==> config.mk <==
export PLATFORM = sky130hd
export DESIGN_NAME = tod_clock
export DESIGN_NICKNAME = d
export VERILOG_FILES = /design/src/rtl/tod_pkg.sv /design/src/rtl/tod_cmd_regs.sv /design/src/rtl/tod_adj_engine.sv /design/src/rtl/tod_accum.sv /design/src/rtl/tod_clock.sv
export SDC_FILE = /design/constraint.sdc
export NUM_CORES = 1
export LEC_CHECK = 0
export BUFFER_PORTS_ARGS = -buffer_cell sky130_fd_sc_hd__buf_2
export CAP_MARGIN = 20
export CORE_MARGIN = 2
export CORE_UTILIZATION = 55
export DETAILED_ROUTE_END_ITERATION = 10
export PLACE_DENSITY_LB_ADDON = 0.2
export SETUP_SLACK_MARGIN = 0.4
export SLEW_MARGIN = 10
export SYNTH_ARGS = -nofsm -noshare
export SYNTH_HDL_FRONTEND = slang
export SYNTH_HIERARCHICAL = 1
export SYNTH_SLANG_ARGS = --single-unit
==> constraint.sdc <==
create_clock -name clk -period 11.7 [get_ports clk]
set_input_delay 1.17 -clock clk [delete_from_list [all_inputs] [get_ports clk]]
set_output_delay 1.17 -clock clk [all_outputs]
set_load 0.01 [all_outputs]
==> src/rtl/tod_pkg.sv <==
package tod_pkg;
  // word indices of the register port
  localparam logic [5:0] W_CTRL   = 6'd0;
  localparam logic [5:0] W_LSEC_H = 6'd4;
  localparam logic [5:0] W_LSEC_L = 6'd5;
  localparam logic [5:0] W_LNS_I  = 6'd6;
  localparam logic [5:0] W_LNS_F  = 6'd7;
  localparam logic [5:0] W_PER_I  = 6'd8;
  localparam logic [5:0] W_PER_F  = 6'd9;
  localparam logic [5:0] W_MOD_I  = 6'd10;
  localparam logic [5:0] W_MOD_F  = 6'd11;
  localparam logic [5:0] W_ADJ_N  = 6'd12;
  localparam logic [5:0] W_APER_I = 6'd14;
  localparam logic [5:0] W_APER_F = 6'd15;
  localparam logic [5:0] W_RSEC_H = 6'd16;
  localparam logic [5:0] W_RSEC_L = 6'd17;
  localparam logic [5:0] W_RNS_I  = 6'd18;
  localparam logic [5:0] W_RNS_F  = 6'd19;

  // command bit positions in the control word
  localparam int CMD_W  = 5;
  localparam int C_SNAP = 0;
  localparam int C_ADJ  = 1;
  localparam int C_PER  = 2;
  localparam int C_TIME = 3;
  localparam int C_CLR  = 4;
endpackage

==> src/rtl/tod_cmd_regs.sv <==
module tod_cmd_regs
  import tod_pkg::*;
#(
  parameter int SEC_W     = 48,
  parameter int NS_INT_W  = 30,
  parameter int FRAC_W    = 8,
  parameter int ADJ_CNT_W = 32,
  parameter int unsigned MOD_INIT = 1_000_000_000,
  parameter int unsigned PER_INIT = 8,
  localparam int NS_W     = NS_INT_W + FRAC_W,
  localparam int SEC_HI_W = SEC_W - 32
) (
  input  logic                 clk,
  input  logic                 rst_n,
  input  logic                 wr_en,
  input  logic [5:0]           wr_word,
  input  logic [31:0]          wr_data,
  output logic [SEC_W-1:0]     ld_sec,
  output logic [NS_W-1:0]      ld_ns,
  output logic [NS_W-1:0]      per_stage,
  output logic [NS_W-1:0]      per_act,
  output logic [NS_W-1:0]      mod_val,
  output logic [ADJ_CNT_W-1:0] adj_n,
  output logic [NS_W-1:0]      adj_per,
  output logic [CMD_W-2:0]     ctrl_hi,
  output logic [CMD_W-1:0]     fire
);
  localparam logic [NS_W-1:0] PER_RST = {NS_INT_W'(PER_INIT), FRAC_W'(0)};
  localparam logic [NS_W-1:0] MOD_RST = {NS_INT_W'(MOD_INIT), FRAC_W'(0)};

  logic [CMD_W-1:0] ctrl_q;
  logic             wr_ctrl;

  assign wr_ctrl = wr_en && (wr_word == W_CTRL);
  // rising-edge detect against the previously written control value
  assign fire    = wr_ctrl ? (wr_data[CMD_W-1:0] & ~ctrl_q) : '0;
  assign ctrl_hi = ctrl_q[CMD_W-1:1];

  always_ff @(posedge clk or negedge rst_n) begin
    if (!rst_n) begin
      ctrl_q    <= '0;
      ld_sec    <= '0;
      ld_ns     <= '0;
      per_stage <= PER_RST;
      mod_val   <= MOD_RST;
      adj_n     <= '0;
      adj_per   <= '0;
    end else if (wr_en) begin
      case (wr_word)
        W_CTRL:   ctrl_q <= wr_data[CMD_W-1:0];
        W_LSEC_H: ld_sec[SEC_W-1:32] <= wr_data[SEC_HI_W-1:0];
        W_LSEC_L: ld_sec[31:0] <= wr_data;
        W_LNS_I:  ld_ns[NS_W-1:FRAC_W] <= wr_data[NS_INT_W-1:0];
        W_LNS_F:  ld_ns[FRAC_W-1:0] <= wr_data[FRAC_W-1:0];
        W_PER_I:  per_stage[NS_W-1:FRAC_W] <= wr_data[NS_INT_W-1:0];
        W_PER_F:  per_stage[FRAC_W-1:0] <= wr_data[FRAC_W-1:0];
        W_MOD_I:  mod_val[NS_W-1:FRAC_W] <= wr_data[NS_INT_W-1:0];
        W_MOD_F:  mod_val[FRAC_W-1:0] <= wr_data[FRAC_W-1:0];
        W_ADJ_N:  adj_n <= wr_data[ADJ_CNT_W-1:0];
        W_APER_I: adj_per[NS_W-1:FRAC_W] <= wr_data[NS_INT_W-1:0];
        W_APER_F: adj_per[FRAC_W-1:0] <= wr_data[FRAC_W-1:0];
        default: ;
      endcase
    end
  end

  // active period only moves on the apply command
  always_ff @(posedge clk or negedge rst_n) begin
    if (!rst_n)            per_act <= PER_RST;
    else if (fire[C_PER])  per_act <= per_stage;
  end

  assert_period_hold_R6: assert property (@(posedge clk) disable iff (!rst_n)
    !fire[C_PER] |=> $stable(per_act));

  assert_edge_only_R4: assert property (@(posedge clk) disable iff (!rst_n)
    (wr_ctrl && $past(wr_ctrl) && $past(wr_data[C_TIME])) |-> !fire[C_TIME]);
endmodule

==> src/rtl/tod_adj_engine.sv <==
module tod_adj_engine #(
  parameter int NS_W      = 38,
  parameter int ADJ_CNT_W = 32
) (
  input  logic                 clk,
  input  logic                 rst_n,
  input  logic                 start,
  input  logic                 abort,
  input  logic [ADJ_CNT_W-1:0] adj_n,
  input  logic [NS_W-1:0]      adj_per,
  input  logic [NS_W-1:0]      norm_per,
  output logic [NS_W-1:0]      step
);
  logic [ADJ_CNT_W-1:0] remain;
  logic [NS_W-1:0]      aper_q;
  logic                 busy;

  assign busy = (remain != '0);
  assign step = busy ? aper_q : norm_per;

  always_ff @(posedge clk or negedge rst_n) begin
    if (!rst_n) begin
      remain <= '0;
      aper_q <= '0;
    end else if (abort) begin
      remain <= '0;
    end else if (start) begin
      remain <= adj_n;
      aper_q <= adj_per;
    end else if (busy) begin
      remain <= remain - 1'b1;
    end
  end

  assert_adj_countdown_R7: assert property (@(posedge clk) disable iff (!rst_n)
    (busy && !start && !abort) |=> (remain == $past(remain) - 1'b1));

  assert_no_spontaneous_adj_R7: assert property (@(posedge clk) disable iff (!rst_n)
    !start |=> !$rose(busy));
endmodule

==> src/rtl/tod_accum.sv <==
module tod_accum #(
  parameter int SEC_W = 48,
  parameter int NS_W  = 38
) (
  input  logic             clk,
  input  logic             rst_n,
  input  logic             clr,
  input  logic             load,
  input  logic [SEC_W-1:0] ld_sec,
  input  logic [NS_W-1:0]  ld_ns,
  input  logic [NS_W-1:0]  step,
  input  logic [NS_W-1:0]  mod_val,
  output logic [SEC_W-1:0] sec_q,
  output logic [NS_W-1:0]  ns_q
);
  logic [NS_W:0]   sum;
  logic            wrap;
  logic [NS_W-1:0] ns_nxt;

  assign sum    = {1'b0, ns_q} + {1'b0, step};
  assign wrap   = (sum >= {1'b0, mod_val});
  assign ns_nxt = wrap ? NS_W'(sum - {1'b0, mod_val}) : sum[NS_W-1:0];

  always_ff @(posedge clk or negedge rst_n) begin
    if (!rst_n) begin
      sec_q <= '0;
      ns_q  <= '0;
    end else if (clr) begin
      sec_q <= '0;
      ns_q  <= '0;
    end else if (load) begin
      sec_q <= ld_sec;
      ns_q  <= ld_ns;
    end else begin
      ns_q  <= ns_nxt;
      if (wrap) sec_q <= sec_q + 1'b1;
    end
  end

  assert_sec_step_R3: assert property (@(posedge clk) disable iff (!rst_n)
    (!clr && !load) |=> (sec_q == $past(sec_q) || sec_q == $past(sec_q) + 1'b1));

  assert_clear_R9: assert property (@(posedge clk) disable iff (!rst_n)
    clr |=> (sec_q == '0 && ns_q == '0));

  assert_load_R5: assert property (@(posedge clk) disable iff (!rst_n)
    (load && !clr) |=> (sec_q == $past(ld_sec) && ns_q == $past(ld_ns)));
endmodule

==> src/rtl/tod_clock.sv <==
module tod_clock
  import tod_pkg::*;
#(
  parameter int SEC_W     = 48,
  parameter int NS_INT_W  = 30,
  parameter int FRAC_W    = 8,
  parameter int ADJ_CNT_W = 32,
  parameter int unsigned MOD_INIT = 1_000_000_000,
  parameter int unsigned PER_INIT = 8
) (
  input  logic        clk,
  input  logic        rst_n,
  input  logic        wr_en,
  input  logic [5:0]  addr,
  input  logic [31:0] wr_data,
  output logic [31:0] rd_data
);
  localparam int NS_W     = NS_INT_W + FRAC_W;
  localparam int SEC_HI_W = SEC_W - 32;

  logic [SEC_W-1:0]     ld_sec, sec_q, snap_sec;
  logic [NS_W-1:0]      ld_ns, ns_q, snap_ns;
  logic [NS_W-1:0]      per_stage, per_act, mod_val, adj_per, step;
  logic [ADJ_CNT_W-1:0] adj_n;
  logic [CMD_W-2:0]     ctrl_hi;
  logic [CMD_W-1:0]     fire;
  logic                 snap_done;
  logic                 wr_ctrl;

  assign wr_ctrl = wr_en && (addr == W_CTRL);

  tod_cmd_regs #(
    .SEC_W(SEC_W), .NS_INT_W(NS_INT_W), .FRAC_W(FRAC_W),
    .ADJ_CNT_W(ADJ_CNT_W), .MOD_INIT(MOD_INIT), .PER_INIT(PER_INIT)
  ) u_regs (
    .clk(clk), .rst_n(rst_n), .wr_en(wr_en), .wr_word(addr), .wr_data(wr_data),
    .ld_sec(ld_sec), .ld_ns(ld_ns), .per_stage(per_stage), .per_act(per_act),
    .mod_val(mod_val), .adj_n(adj_n), .adj_per(adj_per),
    .ctrl_hi(ctrl_hi), .fire(fire)
  );

  tod_adj_engine #(.NS_W(NS_W), .ADJ_CNT_W(ADJ_CNT_W)) u_adj (
    .clk(clk), .rst_n(rst_n), .start(fire[C_ADJ]), .abort(fire[C_CLR]),
    .adj_n(adj_n), .adj_per(adj_per), .norm_per(per_act), .step(step)
  );

  tod_accum #(.SEC_W(SEC_W), .NS_W(NS_W)) u_acc (
    .clk(clk), .rst_n(rst_n), .clr(fire[C_CLR]), .load(fire[C_TIME]),
    .ld_sec(ld_sec), .ld_ns(ld_ns), .step(step), .mod_val(mod_val),
    .sec_q(sec_q), .ns_q(ns_q)
  );

  // snapshot: all four read words captured on one edge
  always_ff @(posedge clk or negedge rst_n) begin
    if (!rst_n) begin
      snap_sec  <= '0;
      snap_ns   <= '0;
      snap_done <= 1'b0;
    end else if (fire[C_SNAP]) begin
      snap_sec  <= sec_q;
      snap_ns   <= ns_q;
      snap_done <= 1'b1;
    end else if (wr_ctrl && !wr_data[C_SNAP]) begin
      snap_done <= 1'b0;
    end
  end

  always_comb begin
    rd_data = '0;
    case (addr)
      W_CTRL:   rd_data = 32'({ctrl_hi, snap_done});
      W_LSEC_H: rd_data = 32'(ld_sec[SEC_W-1:32]);
      W_LSEC_L: rd_data = ld_sec[31:0];
      W_LNS_I:  rd_data = 32'(ld_ns[NS_W-1:FRAC_W]);
      W_LNS_F:  rd_data = 32'(ld_ns[FRAC_W-1:0]);
      W_PER_I:  rd_data = 32'(per_stage[NS_W-1:FRAC_W]);
      W_PER_F:  rd_data = 32'(per_stage[FRAC_W-1:0]);
      W_MOD_I:  rd_data = 32'(mod_val[NS_W-1:FRAC_W]);
      W_MOD_F:  rd_data = 32'(mod_val[FRAC_W-1:0]);
      W_ADJ_N:  rd_data = 32'(adj_n);
      W_APER_I: rd_data = 32'(adj_per[NS_W-1:FRAC_W]);
      W_APER_F: rd_data = 32'(adj_per[FRAC_W-1:0]);
      W_RSEC_H: rd_data = 32'(snap_sec[SEC_W-1:SEC_W-SEC_HI_W]);
      W_RSEC_L: rd_data = snap_sec[31:0];
      W_RNS_I:  rd_data = 32'(snap_ns[NS_W-1:FRAC_W]);
      W_RNS_F:  rd_data = 32'(snap_ns[FRAC_W-1:0]);
      default:  rd_data = '0;
    endcase
  end

  assert_snap_done_R8: assert property (@(posedge clk) disable iff (!rst_n)
    fire[C_SNAP] |=> (snap_done && snap_sec == $past(sec_q) && snap_ns == $past(ns_q)));

  assert_snap_hold_R8: assert property (@(posedge clk) disable iff (!rst_n)
    !fire[C_SNAP] |=> ($stable(snap_sec) && $stable(snap_ns)));
endmodule

==> results.ini <==
[clock_tree]
post_cts_buffers=0
cts_buffers=58
cts_tree=built
path_clk_slew_ns=0.06
root_buffer=clkbuf_16
htreeDepth=2
cts_hold_buf=0
cts.sinks=518
clk_latency_ns=0.64
cts_resized=0
cts_buffer_depth=3

[global_routing]
grt_max_degree=168
grt_pass1_vias=23700
grt_pass1_wl_um=151000
grt_util_all_layers=0.358
overflow=0
antenna_found_initial=3

[setup_path]
r2r_slack_ns=1.79
worst-path-max-fanout=38
worst_setup_path_start_kind=flip-flop
reg2reg_depth=29
r2r-start=u_adj/remain[0]$_DFFE_PN0P_
worstPathArrival_ns=10.45
cp.required_ns=12.24
cp_slowest_cell=a2111oi_0
crit_type=flip-flop to flip-flop
cp_slowest_stage_delay_ns=0.80
worstSetupEndpointType=flip-flop
reg2reg_to=u_acc/ns_q[14]$_DFF_PN0_

[job]
max_cap_violations=0

[power_and_ir_drop]
worst_ir_drop_vdd_v=0.000140
p_per_area_mw_per_mm2=199
power_leakage_nw=14.7

[hold_path]
min_to=snap_done$_DFFE_PN0P_
hold_class=flip-flop to flip-flop
hold_start=snap_done$_DFFE_PN0P_
whs_path_depth=1

[synth]
syn_nets=2922
syn_area_sq_mm=0.0295
postSynthCellCount=2801
post_synth.cell_area_avg_sq_um=10.5
yosysWarnings=6

[finish]
layout_common_cells=dfrtp_1 (503), mux2_2 (367), nand2_1 (265)
area.sequential_sq_mm=0.0130
fin_util=0.610
drive_gt1_frac=0.240
nNetsFinal=2914
n_fill_cell=4384
final_common_cell=dfrtp_1
area_growth_syn_to_layout_pct=9.16
multi_input_area_sq_mm=0.0154

[die]
ios=73
die_h_um=236
design.die.area_sq_mm=0.0555
core_area_sq_mm=0.0528
row_count=84
initial_core_util=0.559
dieWidth_um=236

[timing]
setup-tns-final_ns=0
whs_ns=0.482
tightest_slew_ns=1.13
clock.fmax_ghz=0.101
slew_headroom=0.244
min_period_ns=9.91
rsz0062_at_grt=no
fin_crit_sh=0.847
hold_viol_final=0
finalSetupViolCount=0
slew_violations=0
finalWorstSetupSlack_ns=1.79
fin_worst_skew_ns=0.0359

[drt]
dr.pass1.iters=5
wl_um=100000
ant_nets=0
avgViaCountPerCell=6.72
routedWlPerCell_um=28.4
vias=23700
drc=0
drt_iter0_markers=2349

[placement]
gp_congestion=1.03
dpl.hpwl_um=69000
port_buffers=72
place_ws_ns=1.94

[run_status]
outcome=finished, final reports clean

## metrics by stage
stage	cells	area (sq um)	total power, mW
after floorplan	2801	29500	3.89
after global placement	3419	30300	4.51
after detailed placement	3419	30300	4.55
after CTS	3527	32100	6.37
after global routing	3529	32200	6.73
final	3532	32200	6.41
## layer usage
| layer | part of all wire | routed length, um | vias up | track usage |
|---|---|---|---|---|
| li1 | - | - | 10300 | - |
| met1 | 0.41 | 40700 | 12000 | 0.471 |
| met2 | 0.45 | 45500 | 1146 | 0.561 |
| met3 | 0.084 | 8410 | 287 | 0.0772 |
| met4 | 0.055 | 5540 | 0 | 0.185 |
| met5 | 0 | 0 | - | 0 |
## report_power, final
group          internal [mW]  leakage, nW  switching, mW  total (mW)
clock                   1.06        0.896          0.759        1.82
sequential              2.09         6.78          0.285        2.37
combinational          0.896         7.07           1.32        2.21
total                   4.04         14.7           2.36        6.41
## state kept, by name (all words and copies together), names as in the netlist, 38 cells and up
name              cells
u_acc/ns_q           38
u_regs/mod_val       38
snap_ns              38
u_regs/ld_sec        48
u_acc/sec_q          48
snap_sec             48
u_regs/per_stage     38
u_adj/aper_q         38
u_regs/adj_per       38
u_regs/ld_ns         38
u_regs/per_act       38
## layout make-up
class                      instances  area share
tap                              688      0.0267
timing repair buffer             117      0.0234
inverter                          85     0.00999
sequential                       518       0.403
antenna                            3    0.000233
clock buffer                      92      0.0516
clock inverter                    16     0.00661
multi-input combinational       2013       0.478
## worst max-delay path, delay by kind of cell (launching register included)
kind	cells	cell delay, ns
compound gates	8	2.70
simple gates	14	4.53
flops	1	0.39
buf+inv	4	1.23
fa+ha+maj	3	0.93
## worst max-delay path by stage
stage	startpoint	cells after the start	endpoint
after CTS	u_adj/remain[0]$_DFFE_PN0P_	29	u_acc/ns_q[14]$_DFF_PN0_
after detailed placement	u_adj/remain[0]$_DFFE_PN0P_	29	u_acc/ns_q[14]$_DFF_PN0_
after floorplan	u_adj/remain[0]$_DFFE_PN0P_	29	u_acc/sec_q[40]$_DFFE_PN0P_
after global routing	u_adj/remain[0]$_DFFE_PN0P_	29	u_acc/ns_q[14]$_DFF_PN0_
final	u_adj/remain[0]$_DFFE_PN0P_	29	u_acc/ns_q[14]$_DFF_PN0_
after global placement	u_adj/remain[0]$_DFFE_PN0P_	29	u_acc/ns_q[14]$_DFF_PN0_
Note: power is estimated with default switching activity, not from simulation.
